[config.mk]
export PLATFORM = sky130hd
export DESIGN_NAME = trap_ret_unit
export DESIGN_NICKNAME = d
export VERILOG_FILES = /design/src/rtl/trs_pkg.sv /design/src/rtl/trs_status.sv /design/src/rtl/trs_epc_bank.sv /design/src/rtl/trs_ie_reg.sv /design/src/rtl/trap_ret_unit.sv
export SDC_FILE = /design/constraint.sdc
export NUM_CORES = 1
export LEC_CHECK = 0
export BUFFER_PORTS_ARGS = -buffer_cell sky130_fd_sc_hd__buf_2
export CORE_MARGIN = 5
export CORE_UTILIZATION = 48
export CTS_BUF_LIST = sky130_fd_sc_hd__clkbuf_8
export DETAILED_ROUTE_END_ITERATION = 16
export HOLD_SLACK_MARGIN = 0.15
export PLACE_DENSITY = 0.82
export SYNTH_ARGS = -nofsm -noshare
export SYNTH_HDL_FRONTEND = slang
export SYNTH_SLANG_ARGS = --single-unit
[constraint.sdc]
create_clock -name clk -period 3.35 [get_ports clk]
set_input_delay 0.335 -clock clk [delete_from_list [all_inputs] [get_ports clk]]
set_output_delay 0.335 -clock clk [all_outputs]
set_load 0.02 [all_outputs]
[src/rtl/trs_pkg.sv]
package trs_pkg;
  localparam logic [1:0] LVL_USER    = 2'b00;
  localparam logic [1:0] LVL_MACHINE = 2'b11;

  // status register bit positions
  localparam int ST_UIE  = 0;
  localparam int ST_MIE  = 3;
  localparam int ST_UPIE = 4;
  localparam int ST_MPIE = 7;
  localparam int ST_PPL  = 11;  // two-bit previous-privilege field at 12:11
  localparam logic [31:0] ST_RESET = 32'h0000_1800;

  // CSR addresses
  localparam logic [11:0] ADDR_EPC_BASE = 12'h041;
  localparam logic [11:0] ADDR_IE       = 12'h304;
  localparam logic [31:0] IE_USER_LOCK  = 32'h0000_0030;

  localparam logic [3:0] CAUSE_ILLEGAL = 4'd2;
endpackage

[src/rtl/trs_status.sv]
module trs_status
  import trs_pkg::*;
#(
  parameter int XLEN = 32
) (
  input  logic            clk,
  input  logic            rst_n,
  input  logic            do_trap,
  input  logic            do_mret,
  input  logic            do_uret,
  output logic [1:0]      priv,
  output logic [XLEN-1:0] status
);
  logic [1:0]      priv_q;
  logic [XLEN-1:0] st_q;

  always_ff @(posedge clk) begin
    if (!rst_n) begin
      priv_q <= LVL_MACHINE;
      st_q   <= XLEN'(ST_RESET);
    end else if (do_trap) begin
      st_q[ST_PPL+1:ST_PPL] <= priv_q;
      st_q[ST_MPIE]         <= st_q[ST_MIE];
      st_q[ST_MIE]          <= 1'b0;
      priv_q                <= LVL_MACHINE;
    end else if (do_mret) begin
      priv_q                <= st_q[ST_PPL+1:ST_PPL];
      st_q[ST_PPL+1:ST_PPL] <= LVL_USER;
      st_q[ST_MIE]          <= st_q[ST_MPIE];
      st_q[ST_MPIE]         <= 1'b1;
    end else if (do_uret) begin
      priv_q        <= LVL_USER;
      st_q[ST_UIE]  <= st_q[ST_UPIE];
      st_q[ST_UPIE] <= 1'b1;
    end
  end

  assign priv   = priv_q;
  assign status = st_q;
endmodule

[src/rtl/trs_epc_bank.sv]
module trs_epc_bank
  import trs_pkg::*;
#(
  parameter int XLEN   = 32,
  parameter int CSR_AW = 12
) (
  input  logic              clk,
  input  logic              rst_n,
  input  logic              csr_we,
  input  logic [CSR_AW-1:0] csr_addr,
  input  logic [XLEN-1:0]   csr_wdata,
  input  logic              rd_machine,
  output logic [XLEN-1:0]   rd_data
);
  localparam int NLVL = 2;
  logic [XLEN-1:0] epc_q [NLVL];

  for (genvar g = 0; g < NLVL; g++) begin : g_lvl
    localparam logic [1:0]  LVL  = (g == 0) ? LVL_USER : LVL_MACHINE;
    localparam logic [11:0] ADDR = ADDR_EPC_BASE | {2'b00, LVL, 8'h00};
    always_ff @(posedge clk) begin
      if (!rst_n)
        epc_q[g] <= '0;
      else if (csr_we && csr_addr == CSR_AW'(ADDR))
        epc_q[g] <= {csr_wdata[XLEN-1:1], 1'b0};
    end
  end

  assign rd_data = epc_q[rd_machine ? 1 : 0];
endmodule

[src/rtl/trs_ie_reg.sv]
module trs_ie_reg
  import trs_pkg::*;
#(
  parameter int XLEN   = 32,
  parameter int CSR_AW = 12
) (
  input  logic              clk,
  input  logic              rst_n,
  input  logic              csr_we,
  input  logic [CSR_AW-1:0] csr_addr,
  input  logic [XLEN-1:0]   csr_wdata,
  input  logic [1:0]        priv,
  output logic [XLEN-1:0]   ie
);
  logic [XLEN-1:0] ie_q;
  logic [XLEN-1:0] wmask;

  always_comb begin
    wmask = '1;
    if (priv == LVL_USER) wmask = ~XLEN'(IE_USER_LOCK);
  end

  always_ff @(posedge clk) begin
    if (!rst_n)
      ie_q <= '0;
    else if (csr_we && csr_addr == CSR_AW'(ADDR_IE))
      ie_q <= (ie_q & ~wmask) | (csr_wdata & wmask);
  end

  assign ie = ie_q;
endmodule

[src/rtl/trap_ret_unit.sv]
module trap_ret_unit
  import trs_pkg::*;
#(
  parameter int XLEN   = 32,
  parameter int CSR_AW = 12
) (
  input  logic              clk,
  input  logic              rst_n,
  input  logic              ret_req,
  input  logic [1:0]        ret_flags,
  input  logic              trap_req,
  input  logic              csr_we,
  input  logic [CSR_AW-1:0] csr_addr,
  input  logic [XLEN-1:0]   csr_wdata,
  output logic [1:0]        priv,
  output logic [XLEN-1:0]   status_o,
  output logic [XLEN-1:0]   ie_o,
  output logic [XLEN-1:0]   next_pc,
  output logic              next_pc_vld,
  output logic              illegal,
  output logic [3:0]        trap_cause,
  output logic              irq_recheck
);
  logic            tgt_machine;
  logic [1:0]      tgt_lvl;
  logic            ret_take, ret_bad, ret_ok;
  logic [XLEN-1:0] epc_rd;
  logic            npc_vld_q, ill_q;
  logic [XLEN-1:0] npc_q;

  assign tgt_machine = |ret_flags;
  assign tgt_lvl     = tgt_machine ? LVL_MACHINE : LVL_USER;
  assign ret_take    = ret_req && !trap_req;
  assign ret_bad     = ret_take && (tgt_lvl > priv);
  assign ret_ok      = ret_take && !ret_bad;

  trs_status #(.XLEN(XLEN)) u_status (
    .clk(clk), .rst_n(rst_n), .do_trap(trap_req),
    .do_mret(ret_ok && tgt_machine), .do_uret(ret_ok && !tgt_machine),
    .priv(priv), .status(status_o)
  );

  trs_epc_bank #(.XLEN(XLEN), .CSR_AW(CSR_AW)) u_epc (
    .clk(clk), .rst_n(rst_n), .csr_we(csr_we), .csr_addr(csr_addr),
    .csr_wdata(csr_wdata), .rd_machine(tgt_machine), .rd_data(epc_rd)
  );

  trs_ie_reg #(.XLEN(XLEN), .CSR_AW(CSR_AW)) u_ie (
    .clk(clk), .rst_n(rst_n), .csr_we(csr_we), .csr_addr(csr_addr),
    .csr_wdata(csr_wdata), .priv(priv), .ie(ie_o)
  );

  always_ff @(posedge clk) begin
    if (!rst_n) begin
      npc_q     <= '0;
      npc_vld_q <= 1'b0;
      ill_q     <= 1'b0;
    end else begin
      npc_vld_q <= ret_ok;
      ill_q     <= ret_bad;
      if (ret_ok) npc_q <= epc_rd;
    end
  end

  assign next_pc     = npc_q;
  assign next_pc_vld = npc_vld_q;
  assign irq_recheck = npc_vld_q;
  assign illegal     = ill_q;
  assign trap_cause  = ill_q ? CAUSE_ILLEGAL : 4'd0;
endmodule

==> metrics <==
status finished clean; Boundary Pins 156; DP HPWL 8200 um; Gate power share 7.2%; root buf cell clkbuf_8; vias 3825; Clock Latency Late Sink 420 ps; n_diodes 0; post-synthesis simple-gate area fraction 19.1%; Sw Pwr 830 uW; Max-slew headroom 37.4%; Synth Area in Adders 0.438%; number of global-route vias before repair 3790; core area 11000 um^2; initial antenna violation count 0; largest family of logic cells by synthesized area simple AND/OR/NAND/NOR gates; final setup vio count 0; unrepaired setup endpoints after global routing false; CP startpoint kind flop; Post-layout nets 648; Synth Area in Compound Gates 11.2%; Setup TNS 0 ps; GR peak layer met2; die area 13500 um^2; M1 GR Usage 21.8%; TritonCTS Sinks 135; Final Skew 8.43 ps; top-area cell type share of the netlist area 34.3%; DRC viols 0; fin crit period 2400 ps; mapped cell area 5430 um^2; gpl congestion 0.775; CP required 3710 ps; met3 Usage GRT 4.40%; Resized Gates After CTS 0; Synth area leaders edfxtp_1 (34%), dfxtp_1 (27%), and2_1 (11%), a221o_2 (5.6%), buf_4 (5.0%); xor and xnor fraction of the mapped netlist area 0%; Final ANT Viol Nets 0; Clock Path Buffers 2; M2 GR Usage 31.6%; Post-Synthesis Cells 469; Initial Util 49.5%; area post-placement 6040 um^2; crit share post-route 71.7%; first-pass GRT wire length 18900 um; sequential fraction of the synthesis area 61.2%; final hold viol count 0; Mean Syn Cell Area 11.6 um^2; #FFs+latches synth 135; HP Class input pin to flop; r2r startpoint u_status.priv[0]; Crit. End Element flop; global route overflow 0; IO Port Bufs 125; Layout area overhead 19.3%; max_cap viols 0; sequential share of power 52.6%; min-delay src csr_wdata[29]; WS Path Type flop to flop; number of setup buffers added after CTS 0; cell-internal power 2.61 mW; CTS tree done; Synth area leader edfxtp_1; DRT iter0 DRCs 300; CTS Hold Bufs 2; mean routed wirelength per cell 16.2 um; largest net degree at the start of global routing 36; crit path max fanout 31; Slew @ Worst Pin 937 ps; fraction of layout cells with a size suffix above 1 33.5%; maximum vdd ir drop 0.323 mV; Die X 116 um; Peak Freq 416 MHz; final slew viol count 0; LEAKAGE 2.72 nW; Synth warnings 0; Worst EP arrival 2760 ps; Netlist cell types 38; Num CTS Buffers 17; cell area power density 530 nW/um^2; row count 38; Die Span Y 116 um; mux cell area share after synthesis 0.369%; vias per cell 5.11; fin area 6480 um^2; drt first pass iters 4; Clk pin slew, worst setup/hold paths 80 ps; Sw Share 24.2%; Tot GR Track Use 18.2%; CP startpoint u_status.priv[0]; Clock power frac 40.2%; Post-Route WL 12100 um; H-tree level count 4
==> routing by layer <==
layer	wire length (um)	part of all wire, %
met5	0	0
met4	269	2.2
met3	824	6.8
met2	6200	51
met1	4830	40
==> logic make-up (layout without fill, tap and decap cells) <==
family,Yosys count,in the layout
AOI/OAI and AO/OA,78,78
adders and majority gates,2,2
buffers and inverters,60,171
DFF,135,135
muxes,2,2
other,1,30
and+or+nand+nor,191,191
==> per-stage QoR <==
stage	total power, mW	instances	hold WS, ps	utilization (%)	worst slack, ps
2_1_floorplan	2.02	498	448	-	615
3_3_place_gp	2.08	715	438	55.0	781
3_5_place_dp	2.09	715	446	55.0	704
4_1_cts	3.45	749	150	59.0	969
5_1_grt	3.56	749	158	59.0	845
6_report	3.44	749	164	59.0	949
==> cell type report <==
type / instances / area, um^2
Fill cell: 865 / 4500
Sequential cell: 135 / 3320
Multi-Input combinational cell: 303 / 1840
Timing Repair Buffer: 137 / 721
Clock buffer: 17 / 234
Clock inverter: 15 / 181
Tap cell: 140 / 175
Inverter: 2 / 7.51
==> path summary, 6_finish.rpt <==
kind	to	slack (ps)	cells past startpoint
setup / recovery	next_pc[2]	950	5
hold / removal	u_ie.ie[29]	160	3
setup reg to reg	next_pc[2]	950	5
hold reg to reg	u_ie.ie[22]	460	2
==> synth_stat cells <==
library cell / number
a21o_1: 1
a21oi_1: 32
a21oi_4: 1
a221o_1: 5
a221o_2: 27
and2_1: 93
and2b_1: 1
and4b_1: 2
buf_2: 1
buf_4: 36
buf_6: 6
clkbuf_1: 9
clkbuf_2: 6
clkinv_1: 1
conb_1: 1
dfxtp_1: 73
edfxtp_1: 62
ha_1: 1
inv_1: 1
maj3_2: 1
mux2i_1: 2
nand2_1: 66
nand2b_4: 1
nand3_1: 3
nand4_1: 1
nand4b_1: 1
nand4bb_1: 1
nor2_1: 11
nor2b_1: 3
nor2b_2: 1
nor3_1: 3
nor3b_1: 1
nor4_4: 1
o211ai_1: 3
o21a_1: 1
o21ai_0: 8
or2_1: 1
or4_1: 1
==> sequential cells by signal, summed over array words and instances, names as in the netlist, named ones only <==
name and flops:
next_pc 31, u_epc.epc_q 62, illegal 1, u_status.status 6
u_status.priv 2, u_ie.ie 30, irq_recheck 1
==> power by group through the flow <==
| stage | Combinational (mW) | Clock, mW | Sequential [mW] |
|---|---|---|---|
| floorplan | 0.145 | 0 | 1.87 |
| global placement | 0.239 | 0 | 1.84 |
| detailed placement | 0.245 | 0 | 1.85 |
| CTS | 0.248 | 1.39 | 1.81 |
| global route | 0.268 | 1.48 | 1.82 |
| finish | 0.247 | 1.38 | 1.81 |
==> cells in the final DEF, fill, tap and decap left out, types with 5 or more instances in the layout <==
cell	synthesis	final
clkbuf_8	0	17
clkinv_4	0	7
o21ai_0	8	6
buf_2	1	125
buf_4	36	10
edfxtp_1	62	62
a221o_2	27	27
conb_1	1	30
dfxtp_1	73	73
nor2_1	11	8
a21oi_1	32	32
and2_1	93	93
nand2_1	66	66
a221o_1	5	5
==> worst max-delay path, cell delays in order (launching register included) <==
cell	delay [ps]
dfxtp_1	420
ha_1	270
or2_1	230
maj3_2	350
a21oi_4	760
a221o_2	300
No activity file was read; power rests on OpenSTA's default activity.
